### src/rtl/fec_mon_pkg.sv
package fec_mon_pkg;
  typedef enum logic {
    CODE_RS528 = 1'b0,
    CODE_RS544 = 1'b1
  } code_e;
endpackage

### src/rtl/fec_ser_window.sv
module fec_ser_window #(
  parameter int WIN_CW    = 8192,
  parameter int SYM_W     = 4,
  parameter int THR_RS528 = 417,
  parameter int THR_RS544 = 6380
) (
  input  logic             clk,
  input  logic             rst,
  input  logic             cw_valid,
  input  logic [SYM_W-1:0] cw_sym_err,
  input  logic             code_sel,
  output logic             hi_ser,
  output logic             ser_rise
);
  import fec_mon_pkg::*;

  localparam int THR_MAX = (THR_RS528 > THR_RS544) ? THR_RS528 : THR_RS544;
  localparam int ACC_W   = $clog2(THR_MAX + 1) + 1;
  localparam int CNT_W   = (WIN_CW > 1) ? $clog2(WIN_CW) : 1;
  localparam logic [ACC_W:0]   ACC_MAX  = {1'b0, {ACC_W{1'b1}}};
  localparam logic [CNT_W-1:0] CNT_LAST = CNT_W'(WIN_CW - 1);

  code_e            mode_q;
  logic [CNT_W-1:0] cw_cnt;
  logic [ACC_W-1:0] acc;
  logic [ACC_W:0]   sum_raw;
  logic [ACC_W-1:0] sum_sat;
  logic [ACC_W-1:0] thr;
  logic             over;
  logic             mode_chg;

  assign mode_chg = (code_e'(code_sel) != mode_q);
  assign sum_raw  = {1'b0, acc} + (ACC_W + 1)'(cw_sym_err);
  assign sum_sat  = (sum_raw > ACC_MAX) ? ACC_MAX[ACC_W-1:0] : sum_raw[ACC_W-1:0];
  assign thr      = (mode_q == CODE_RS544) ? ACC_W'(THR_RS544) : ACC_W'(THR_RS528);
  assign over     = (sum_sat > thr);

  always_ff @(posedge clk) begin
    if (rst) begin
      mode_q   <= CODE_RS528;
      cw_cnt   <= '0;
      acc      <= '0;
      hi_ser   <= 1'b0;
      ser_rise <= 1'b0;
    end else if (mode_chg) begin
      mode_q   <= code_e'(code_sel);
      cw_cnt   <= '0;
      acc      <= '0;
      hi_ser   <= 1'b0;
      ser_rise <= 1'b0;
    end else begin
      ser_rise <= 1'b0;
      if (cw_valid) begin
        if (cw_cnt == CNT_LAST) begin
          hi_ser   <= over;
          ser_rise <= over & ~hi_ser;
          cw_cnt   <= '0;
          acc      <= '0;
        end else begin
          cw_cnt <= cw_cnt + 1'b1;
          acc    <= sum_sat;
        end
      end
    end
  end
endmodule

### src/rtl/fec_bad_run.sv
module fec_bad_run #(
  parameter int LIMIT = 3
) (
  input  logic clk,
  input  logic rst,
  input  logic en,
  input  logic ev,
  input  logic bad,
  input  logic clr,
  output logic fire,
  output logic flag
);
  localparam int RUN_W = $clog2(LIMIT + 1);
  localparam logic [RUN_W-1:0] RUN_LAST = RUN_W'(LIMIT - 1);

  logic [RUN_W-1:0] run;

  assign fire = en & ev & bad & (run == RUN_LAST);

  always_ff @(posedge clk) begin
    if (rst) begin
      run  <= '0;
      flag <= 1'b0;
    end else if (!en) begin
      run <= '0;
    end else if (ev && bad) begin
      if (fire) begin
        run  <= '0;
        flag <= 1'b1;
      end else if (clr) begin
        run <= '0;
      end else begin
        run <= run + 1'b1;
      end
    end else if (ev) begin
      run  <= '0;
      flag <= 1'b0;
    end else if (clr) begin
      run <= '0;
    end
  end
endmodule

### src/rtl/fec_inject_timer.sv
module fec_inject_timer #(
  parameter int INJ_CYCLES = 16_875_000
) (
  input  logic clk,
  input  logic rst,
  input  logic start,
  output logic active
);
  localparam int TW = (INJ_CYCLES > 1) ? $clog2(INJ_CYCLES) : 1;
  localparam logic [TW-1:0] T_LOAD = TW'(INJ_CYCLES - 1);

  logic [TW-1:0] remain;

  always_ff @(posedge clk) begin
    if (rst) begin
      active <= 1'b0;
      remain <= '0;
    end else if (start && !active) begin
      active <= 1'b1;
      remain <= T_LOAD;
    end else if (active) begin
      if (remain == '0) active <= 1'b0;
      else              remain <= remain - 1'b1;
    end
  end
endmodule

### src/rtl/fec_lane_monitor.sv
module fec_lane_monitor #(
  parameter int WIN_CW     = 8192,
  parameter int SYM_W      = 4,
  parameter int THR_RS528  = 417,
  parameter int THR_RS544  = 6380,
  parameter int MK_LIMIT   = 5,
  parameter int CW_LIMIT   = 3,
  parameter int INJ_CYCLES = 16_875_000
) (
  input  logic             clk,
  input  logic             rst,
  input  logic             cw_valid,
  input  logic             cw_corr,
  input  logic             cw_uncorr,
  input  logic [SYM_W-1:0] cw_sym_err,
  input  logic             mk_valid,
  input  logic             mk_good,
  input  logic             locked,
  input  logic             sig_ok,
  input  logic             dsk_ovf,
  input  logic             code_sel,
  input  logic             bypass_en,
  output logic             st_uncorr,
  output logic             st_corr,
  output logic             st_hi_ser,
  output logic             st_mk_loss,
  output logic             st_cw_loss,
  output logic             st_unlocked,
  output logic             st_sig_fail,
  output logic             restart_sync,
  output logic             hdr_err_inj
);
  logic mk_fire;
  logic cw_fire;
  logic ser_rise;

  fec_ser_window #(
    .WIN_CW(WIN_CW), .SYM_W(SYM_W), .THR_RS528(THR_RS528), .THR_RS544(THR_RS544)
  ) u_win (
    .clk(clk), .rst(rst), .cw_valid(cw_valid), .cw_sym_err(cw_sym_err),
    .code_sel(code_sel), .hi_ser(st_hi_ser), .ser_rise(ser_rise)
  );

  fec_bad_run #(.LIMIT(MK_LIMIT)) u_mk_run (
    .clk(clk), .rst(rst), .en(locked), .ev(mk_valid), .bad(~mk_good),
    .clr(cw_fire), .fire(mk_fire), .flag(st_mk_loss)
  );

  fec_bad_run #(.LIMIT(CW_LIMIT)) u_cw_run (
    .clk(clk), .rst(rst), .en(locked), .ev(cw_valid), .bad(cw_uncorr),
    .clr(mk_fire), .fire(cw_fire), .flag(st_cw_loss)
  );

  fec_inject_timer #(.INJ_CYCLES(INJ_CYCLES)) u_inj (
    .clk(clk), .rst(rst), .start(ser_rise & bypass_en), .active(hdr_err_inj)
  );

  always_ff @(posedge clk) begin
    if (rst) begin
      st_uncorr    <= 1'b0;
      st_corr      <= 1'b0;
      st_unlocked  <= 1'b0;
      st_sig_fail  <= 1'b0;
      restart_sync <= 1'b0;
    end else begin
      if (cw_valid) begin
        st_uncorr <= cw_uncorr;
        st_corr   <= cw_corr & ~cw_uncorr;
      end
      st_unlocked  <= ~locked;
      st_sig_fail  <= ~sig_ok | dsk_ovf;
      restart_sync <= mk_fire | cw_fire;
    end
  end
endmodule

### config.mk
export PLATFORM = sky130hd
export DESIGN_NAME = fec_lane_monitor
export DESIGN_NICKNAME = d
export VERILOG_FILES = /design/src/rtl/fec_mon_pkg.sv /design/src/rtl/fec_ser_window.sv /design/src/rtl/fec_bad_run.sv /design/src/rtl/fec_inject_timer.sv /design/src/rtl/fec_lane_monitor.sv
export SDC_FILE = /design/constraint.sdc
export NUM_CORES = 1
export LEC_CHECK = 0
export BUFFER_PORTS_ARGS = -buffer_cell sky130_fd_sc_hd__buf_4
export CAP_MARGIN = 10
export CORE_MARGIN = 5
export CORE_UTILIZATION = 30
export CTS_CLUSTER_DIAMETER = 40
export DETAILED_ROUTE_END_ITERATION = 12
export PLACE_DENSITY = 0.49
export SLEW_MARGIN = 15
export SYNTH_ARGS = -nofsm -noshare
export SYNTH_HDL_FRONTEND = slang
export SYNTH_SLANG_ARGS = --single-unit
### constraint.sdc
create_clock -name clk -period 5.3 [get_ports clk]
set_input_delay 0.53 -clock clk [delete_from_list [all_inputs] [get_ports clk]]
set_output_delay 0.53 -clock clk [all_outputs]
set_load 0.01 [all_outputs]
Yosys cells after proc, flatten, opt, wreduce, memory -nomap -nowiden
Cells that the tools add are included.
{"block": "classes", "reduce_logical": 19, "n_mux": 26, "n_lt_le_gt_ge": 2, "eq_ne": 7, "bitwise": 19, "addsub": 5}
{"operator": "25-bit 2-to-1 mux", "n": 3}
{"operator": "14-bit 2-to-1 mux", "n": 2}
{"operator": "13-bit 2-to-1 mux", "n": 2}
{"operator": "25-bit logical NOT", "n": 1}
{"operator": "25-bit by 1-bit subtractor with 25-bit output, second input constant", "n": 1}
{"operator": "14-bit by 4-bit adder with 15-bit output", "n": 1}
{"operator": "15-bit by 14-bit greater-than comparator with 1-bit output, second input constant", "n": 1}
{"operator": "3-bit 2-to-1 mux", "n": 5}
{"operator": "14-bit greater-than comparator", "n": 1}
{"operator": "13-bit by 1-bit adder with 13-bit output, second input constant", "n": 1}
{"operator": "13-bit equality test, second input constant", "n": 1}
{"operator": "2-bit 2-to-1 mux", "n": 5}
{"operator": "1-bit AND", "n": 9}
{"operator": "1-bit 2-to-1 mux", "n": 9}
{"operator": "1-bit inverter", "n": 8}
{"operator": "2-bit AND reduction", "n": 3}
{"operator": "3-bit AND reduction", "n": 2}
{"operator": "2-bit nonzero test", "n": 3}
{"operator": "3-bit nonzero test", "n": 2}
{"operator": "2-bit OR reduction", "n": 3}
{"operator": "2-bit inequality test, second input constant", "n": 2}
{"operator": "4-bit OR reduction", "n": 1}
{"operator": "3-bit by 1-bit adder with 3-bit output, second input constant", "n": 1}
{"operator": "3-bit equality test, second input constant", "n": 1}
{"operator": "7 further kinds", "n": 10}
{"block": "word_totals", "register_bits": 68, "output_inout_bits": 9, "word_cells": 95, "inputBits": 16}

Longest topological paths before layout
Gate-level depths: netlist (run 1).
{"block": "logic_depth", "word_depth": 6, "depth_mapped": 16, "mapped_depth_nobuf": 15}

Modules after synthesis
Synthesis (run 1) repeated with hierarchy kept, for this count alone.
{"block": "unflattened", "cells_unflattened": 469, "area_unflattened_um2": 3937.5}
{"mod": "fec_ser_window", "seq_area_each_um2": 600.6, "area_each_um2": 1915.6, "instances": 1, "cells_each": 239}
{"mod": "fec_inject_timer", "seq_area_each_um2": 520.5, "area_each_um2": 1455.1, "instances": 1, "cells_each": 172}
{"mod": "fec_bad_run at u_mk_run", "seq_area_each_um2": 80.1, "area_each_um2": 235.2, "instances": 1, "cells_each": 24}
{"mod": "fec_lane_monitor", "seq_area_each_um2": 100.1, "area_each_um2": 166.4, "instances": 1, "cells_each": 17}
{"mod": "fec_bad_run at u_cw_run", "seq_area_each_um2": 60.1, "area_each_um2": 165.2, "instances": 1, "cells_each": 17}

Least setup slack after synthesis (run 1)
No wires, ideal clock.
{"block": "synth_timing", "path_kind": "input to register", "from": "input port cw_sym_err[0]", "to": "register u_win.hi_ser", "setup_ps": 114, "path_stages": 15, "required_time_ps": 5186, "n_path_buf": 1, "arrival_ps": 3350, "slack_ps": 1836, "path_cell_list": "ha_1 inv_1 fa_1 nand2b_1 a21oi_1 nand3_1 clkbuf_1 nand2_1 ha_1 o21a_1 nand3_1 o211ai_1 a2111oi_0 a211oi_1 a21o_1"}
{"block": "synth_via", "elab_chain_cells": 4}
{"item": "start, declared", "line_no": "fec_lane_monitor.sv:15", "source": "input logic [SYM_W-1:0] cw_sym_err,"}
{"item": "14-bit by 4-bit adder with 15-bit output (*)", "line_no": "fec_ser_window.sv:33", "source": "assign sum_raw = {1'b0, acc} + (ACC_W + 1)'(cw_sym_err);"}
{"item": "15-bit by 14-bit greater-than comparator with 1-bit output", "line_no": "fec_ser_window.sv:34", "source": "assign sum_sat = (sum_raw > ACC_MAX) ? ACC_MAX[ACC_W-1:0] : sum_raw[ACC_W-1:0];"}
{"item": "14-bit 2-to-1 mux (*)", "line_no": "fec_ser_window.sv:34"}
{"item": "14-bit greater-than comparator (*)", "line_no": "fec_ser_window.sv:36", "source": "assign over = (sum_sat > thr);"}
{"item": "end signal, assigned", "line_no": "fec_ser_window.sv:55", "source": "hi_ser <= over;"}
{"item": "end, declared", "line_no": "fec_ser_window.sv:12", "source": "output logic hi_ser,"}
Mark *: on every way between the ends. The rest lies on a longest branch, timed or not.
A chain may end at the register's enable or synchronous reset.

Final worst setup path (run 1)
{"block": "layout_timing", "from": "register u_win.acc[0]", "to": "register u_win.hi_ser"}
{"block": "layout_via", "elab_chain_cells": 4}
{"item": "start, declared", "line_no": "fec_ser_window.sv:25", "source": "logic [ACC_W-1:0] acc;"}
{"item": "start signal, assigned", "line_no": "fec_ser_window.sv:61", "source": "acc <= sum_sat;"}
{"item": "14-bit by 4-bit adder with 15-bit output (*)", "line_no": "fec_ser_window.sv:33"}
{"item": "15-bit by 14-bit greater-than comparator with 1-bit output", "line_no": "fec_ser_window.sv:34"}
{"item": "14-bit 2-to-1 mux (*)", "line_no": "fec_ser_window.sv:34"}
{"item": "14-bit greater-than comparator (*)", "line_no": "fec_ser_window.sv:36"}
Marks and branches as above.

==> results of run 1 <==
[logic make-up (layout without fill, tap and decap cells)]
family | after synthesis | count (layout) | share of synthesized area (%)
compound gates | 82 | 82 | 13.37
xor+xnor | 38 | 38 | 8.959
fa+ha+maj | 17 | 17 | 5.928
buf+inv | 38 | 55 | 4.648
flops | 68 | 68 | 36.65
mux | 8 | 8 | 2.189
simple gates | 207 | 207 | 28.26
[where the power goes]
part	total [mW]	internal [mW]	switching (mW)	leakage, nW
combinational	0.0800	0.0333	0.0467	0.890
clock	0.642	0.424	0.218	0.153
sequential	0.520	0.516	0.00336	0.549
total	1.24	0.974	0.268	1.59
[sequential cells by signal, summed over array words and instances (netlist names)]
register and cells:
st_uncorr 1, u_mk_run.run 3, u_win.acc 14, u_mk_run.flag 1, u_win.hi_ser 1, u_cw_run.run 2, u_inj.remain 25, st_unlocked 1
u_win.cw_cnt 13, restart_sync 1, st_sig_fail 1, st_corr 1, u_win.mode_q 1, u_cw_run.flag 1, u_win.ser_rise 1, u_inj.active 1
[per-stage QoR]
| stage | instance area [µm²] | setup slack, ns | power (mW) | hold slack, ns | instances |
|---|---|---|---|---|---|
| floorplan | 3715 | 1.836 | 0.5845 | 0.4496 | 458 |
| global placement | 3993 | 1.289 | 0.6106 | 0.4314 | 627 |
| detailed placement | 3993 | 1.058 | 0.6119 | 0.4384 | 627 |
| CTS | 4312 | 1.348 | 1.265 | 0.3581 | 643 |
| global route | 4312 | 0.9449 | 1.296 | 0.3624 | 643 |
| finish | 4312 | 1.364 | 1.242 | 0.3698 | 643 |
[final cells by class]
class,count,area [µm²]
Tap cell,168,210.2
Timing Repair Buffer,25,187.7
Multi-Input combinational cell,352,2181
Clock buffer,12,246.5
Fill cell,1271,7750
Inverter,14,52.55
Clock inverter,4,72.57
Sequential cell,68,1361
[per-layer routing]
metal  vias to the layer above  part of all wire, %
met5                         -                    0
met1                      1439                   50
met2                        51                   44
li1                       1630                    -
met3                        11                  4.2
met4                         0                  2.2
[critical path: cells and delay by family (launching register included)]
family / cells / cell delay, ns
AOI/OAI and AO/OA: 7 / 1.46
buffers and inverters: 1 / 0.07
adders and majority gates: 3 / 0.88
DFF: 1 / 0.33
and+or+nand+nor: 4 / 1.10
[final timing paths]
| kind | from | endpoint | slack [ns] |
|---|---|---|---|
| worst max-delay path | u_win.acc[0] | u_win.hi_ser | 1.36 |
| worst min-delay path | sig_ok | st_sig_fail | 0.37 |
| worst max register to register | u_win.acc[0] | u_win.hi_ser | 1.36 |
| worst min register to register | u_win.hi_ser | u_win.ser_rise | 0.45 |
[cell usage in the layout, fill, tap and decap left out, drive strengths merged, types with 4 or more instances in the layout]
master / n
dfxtp: 68
nor2: 57
a21oi: 45
nand2: 36
nand3: 28
xor2: 25
buf: 25
nand2b: 18
ha: 16
nand4: 15
nor3: 15
inv: 14
xnor2: 13
clkbuf: 12
a211oi: 10
nor2b: 7
mux2i: 7
o21ai: 5
or4: 5
nand4b: 4
or3: 4
==> flow_metrics.env, run 1 <==
export IMPL_drive_gt1_share_pct=9.684
export IMPL_start_kind="flip-flop"
export IMPL_ys_top_cells_by_area="dfxtp_1, a21oi_1, xor2_1, nor2_1, ha_1"
export IMPL_powerDensity_mw_per_mm2=287.9
export IMPL_synth_distinct_cells=54
export IMPL_num_rows=40
export IMPL_clkTransAtPathRegs_ns=0.06
export IMPL_max_cap_viol_count=0
export IMPL_ir_drop_mv=0.1400
export IMPL_yosysWarnings=0
export IMPL_grt_use_met2_pct=18.62
export IMPL_cts_tree="built"
export IMPL_path_max_fanout=12
export IMPL_fin_util_pct=35.75
export IMPL_setup_viol=0
export IMPL_ys_ff_latch=68
export IMPL_synth_flop_cell="dfxtp_1"
export IMPL_crit_path_frequent_cell="a211oi_1"
export IMPL_synth_top_area_cell="dfxtp_1"
export IMPL_crit_chain="ha_1 -> inv_1 -> fa_1 -> nand2b_1 -> a21oi_1 -> nand3_1 -> nand2_1 -> ha_1 -> nand3_1 -> a211oi_1 -> a2bb2oi_1 -> a211oi_1 -> o311ai_0 -> a211oi_1 -> a21o_1"
export IMPL_grt_use_met3_pct=3.124
export IMPL_relSlewSlack_pct=56.05
export IMPL_dieWidth_um=121.3
export IMPL_die_h_um=121.3
export IMPL_synth_top_cell_area_share_pct=36.65
export IMPL_synth_top_cells_by_count="dfxtp_1, nor2_1, a21oi_1, nand2_1, nand3_1"
export IMPL_clk_latency_ns=0.33
export IMPL_grt_max_degree=44
export IMPL_grt_use_met1_pct=15.83
export IMPL_gp_congestion=0.8689
export IMPL_dr_total_vias=3131
export IMPL_setup_tns_ns=0
export IMPL_hold_path_class="in2reg"
export IMPL_port_buffers=24
export IMPL_post_cts_resize_count=0
export IMPL_root_buffer="clkbuf_16"
export IMPL_yosysSeqAreaShare_pct=36.65
export IMPL_cpPeakStageDelay_ns=0.55
export IMPL_cp_data_required_time_ns=5.53
export IMPL_worst_pin_slew_ns=0.6533
export IMPL_cts_hold_buf=0
export IMPL_grt_pass1_vias=3005
export IMPL_grt_busiest_layer="met2"
export IMPL_coreArea_mm2=0.01206
export IMPL_r2r_worst_path_cells=15
export IMPL_gr_usage_all_layers_pct=12.10
export IMPL_htree_levels=3
export IMPL_vias_per_cell=4.869
export IMPL_grt_pass1_wl_mm=14.21
export IMPL_numClockSinks=68
export IMPL_clock_skew_ns=0.004162
export IMPL_ios=25
export IMPL_clock_path_buffers=2
export IMPL_max_clock_freq_ghz=0.2540
export IMPL_outcome="completed"
export IMPL_antenna_found_initial=0
export IMPL_post_cts_buffers=0
export IMPL_dr_pass1_iters=4
export IMPL_ant_nets=0
export IMPL_hold_viol=0
export IMPL_drv_slew=0
export IMPL_leakage_nw=1.592
export IMPL_synth_most_common_cell="dfxtp_1"
export IMPL_fin_crit_ns=3.936
export IMPL_n_antenna_cell=0
export IMPL_area_growth_pct=16.07
export IMPL_initial_core_util_pct=30.80
export IMPL_synth_area_mm2=0.003715
export IMPL_drcViolationCount=0
export IMPL_synthArstFlopShare_pct=0
export IMPL_synth_edff_count=0
export IMPL_syn_nets=491
export IMPL_synthCells=458
export IMPL_wl_per_cell_um=12.83
export IMPL_slowest_stage="nand3_1"
export IMPL_rsz0062_at_grt="no"
export IMPL_syn_avg_cell_area_um2=8.111
export IMPL_nets=503
export IMPL_cp_arrival_ns=4.17
export IMPL_crit_type="reg2reg"
export IMPL_min_path_cells=2
export IMPL_cts_buffers=9
export IMPL_drtIter0Drc=154
export IMPL_period_share_pct=74.27
export IMPL_dp_hpwl_mm=5.770
export IMPL_wirelength_mm=8.252
export IMPL_gr_total_overflow=0
export IMPL_crit_path_end_kind="flip-flop"
export IMPL_die_area_mm2=0.01471
No activity file was read; power rests on OpenSTA's default activity.
==> run 2, diff against run 1 <==
- clock period: 5.3 -> 3.7 ns (I/O delays scaled with it)
==> run 2 against run 1 <==
  * Sequential share of layout area is 0.24 points lower
  * Largest cell class unchanged
  * Via count grew 0.48%
  * Die area stayed put
  * First-iteration DRC count up 25%
  * Non-clock buffer count grew 2
  * Final area rose by 0.75%
  * Cell count rose by 0.16%
  * Fmax grew 16%
  * Critical path depth is the same
  * Global-route usage down 0.27 points
  * Clock-buffer cell count is the same
==> flow_metrics.env, run 2 (synthesis results as in run 1) <==
export IMPL_ant_nets=0
export IMPL_die_area_mm2=0.01471
export IMPL_powerDensity_mw_per_mm2=402.2
export IMPL_cp_data_required_time_ns=3.92
export IMPL_gr_usage_all_layers_pct=11.83
export IMPL_crit_type="reg2reg"
export IMPL_dp_hpwl_mm=5.803
export IMPL_num_rows=40
export IMPL_clkTransAtPathRegs_ns=0.06
export IMPL_r2r_worst_path_cells=15
export IMPL_cpPeakStageDelay_ns=0.39
export IMPL_hold_path_class="in2reg"
export IMPL_initial_core_util_pct=30.80
export IMPL_rsz0062_at_grt="no"
export IMPL_die_h_um=121.3
export IMPL_nets=505
export IMPL_final_cells=644
export IMPL_leakage_nw=1.600
export IMPL_area_growth_pct=16.94
export IMPL_crit_path_frequent_cell="ha_1"
export IMPL_crit_path_end_kind="flip-flop"
export IMPL_drcViolationCount=0
export IMPL_grt_max_degree=44
export IMPL_dp_cells=629
export IMPL_max_clock_freq_ghz=0.2947
export IMPL_top_regs="u_inj.remain (25), u_win.acc (14), u_win.cw_cnt (13)"
export IMPL_root_buffer="clkbuf_16"
export IMPL_worst_pin_slew_ns=0.6298
export IMPL_setup_viol=0
export IMPL_final_common_cell="dfxtp_1"
export IMPL_fin_crit_ns=3.394
export IMPL_outcome="completed"
export IMPL_grt_pass1_wl_mm=14.02
export IMPL_clk_latency_ns=0.33
export IMPL_min_path_cells=2
export IMPL_port_buffers=24
export IMPL_nFillCells=1246
export IMPL_coreArea_mm2=0.01206
export IMPL_numClockSinks=68
export IMPL_total_power_mw=1.747
export IMPL_mostFrequentLayoutCells="dfxtp_1, nor2_1, a21oi_1"
export IMPL_cts_hold_buf=0
export IMPL_dieWidth_um=121.3
export IMPL_crit_chain="ha_1 -> inv_1 -> fa_1 -> nand2b_1 -> a211o_4 -> nor3_2 -> xnor2_1 -> nand2_1 -> ha_1 -> o21a_1 -> nand3_1 -> o211ai_1 -> a2111oi_2 -> a211oi_1 -> a21o_1"
export IMPL_holdWs_ns=0.2137
export IMPL_vias_per_cell=4.885
export IMPL_fin_util_pct=36.02
export IMPL_start_kind="flip-flop"
export IMPL_drv_slew=0
export IMPL_relSlewSlack_pct=58.01
export IMPL_post_cts_buffers=0
export IMPL_cts_buffers=9
export IMPL_drtIter0Drc=193
export IMPL_gp_congestion=0.8209
export IMPL_worstHoldStart="sig_ok"
export IMPL_grt_pass1_vias=2953
export IMPL_post_cts_resize_count=0
export IMPL_worst_hold_path_endpoint="st_sig_fail"
export IMPL_period_share_pct=91.72
export IMPL_antenna_found_initial=0
export IMPL_largest_reg_flops=25
export IMPL_drive_gt1_share_pct=11.13
export IMPL_clock_path_buffers=2
export IMPL_path_max_fanout=6
export IMPL_htree_levels=3
export IMPL_ir_drop_mv=0.2272
export IMPL_r2r_slack_ns=0.31
export IMPL_wirelength_mm=8.295
export IMPL_n_antenna_cell=0
export IMPL_ios=25
export IMPL_gr_total_overflow=0
export IMPL_cts_tree="built"
export IMPL_dr_pass1_iters=4
export IMPL_max_cap_viol_count=0
export IMPL_largest_register="u_inj.remain"
export IMPL_r2r_start="u_win.acc[0]"
export IMPL_hold_viol=0
export IMPL_wl_per_cell_um=12.88
export IMPL_cp_arrival_ns=3.62
export IMPL_clock_skew_ns=0.006652
export IMPL_slowest_stage="fa_1"
export IMPL_setup_tns_ns=0
export IMPL_dr_total_vias=3146
export IMPL_reg2reg_to="u_win.hi_ser"
-- run 2: how the worst max path moves through the flow --
stage	from	endpoint	slack [ns]	cells after the start
2_1_floorplan	cw_sym_err[0]	u_win.hi_ser	0.40	15
3_3_place_gp	cw_sym_err[0]	u_win.hi_ser	0.20	16
3_5_place_dp	cw_sym_err[0]	u_win.hi_ser	0.03	16
4_1_cts	u_win.acc[0]	u_win.hi_ser	0.16	15
5_1_grt	u_win.acc[0]	u_win.ser_rise	0.02	15
6_report	u_win.acc[0]	u_win.hi_ser	0.31	15
-- run 2: critical path: cells and delay by family (launching register included) --
kind / cells / cell delay [ns]
buffers and inverters: 1 / 0.06
AND/OR/NAND/NOR: 4 / 0.61
XOR/XNOR: 1 / 0.13
flip-flops: 1 / 0.33
adder cells (fa/ha/maj): 3 / 0.88
AO/OA/AOI/OAI: 6 / 1.29
-- run 2: layout make-up --
class	instances	area, µm²	area share [%]
Multi-Input combinational cell	352	2206	50.78
Sequential cell	68	1361	31.34
Clock buffer	12	266.5	6.135
Tap cell	168	210.2	4.839
Timing Repair Buffer	27	202.7	4.666
Inverter	14	52.55	1.210
Clock inverter	3	45.04	1.037
-- run 2: power breakdown --
part | internal [mW] | switching [mW] | leakage, nW
sequential | 0.740 | 0.00471 | 0.549
combinational | 0.0483 | 0.0676 | 0.904
clock | 0.573 | 0.314 | 0.147
total | 1.36 | 0.386 | 1.60
-- run 2: routing by layer --
metal  track usage (%)  part of all wire, %  vias up
li1                  -                    -     1634
met1             15.48                   49     1463
met2             18.79                   46       40
met3             2.844                  3.6        9
met4             4.622                  1.5        0
met5                 0                    0        -
-- run 2: per-stage QoR --
stage / setup WS [ns] / instance area, µm²
2_1_floorplan: 0.3957 / 3715
3_3_place_gp: 0.2047 / 4008
3_5_place_dp: 0.03465 / 4008
4_1_cts: 0.1583 / 4319
5_1_grt: 0.02142 / 4344
6_report: 0.3063 / 4344
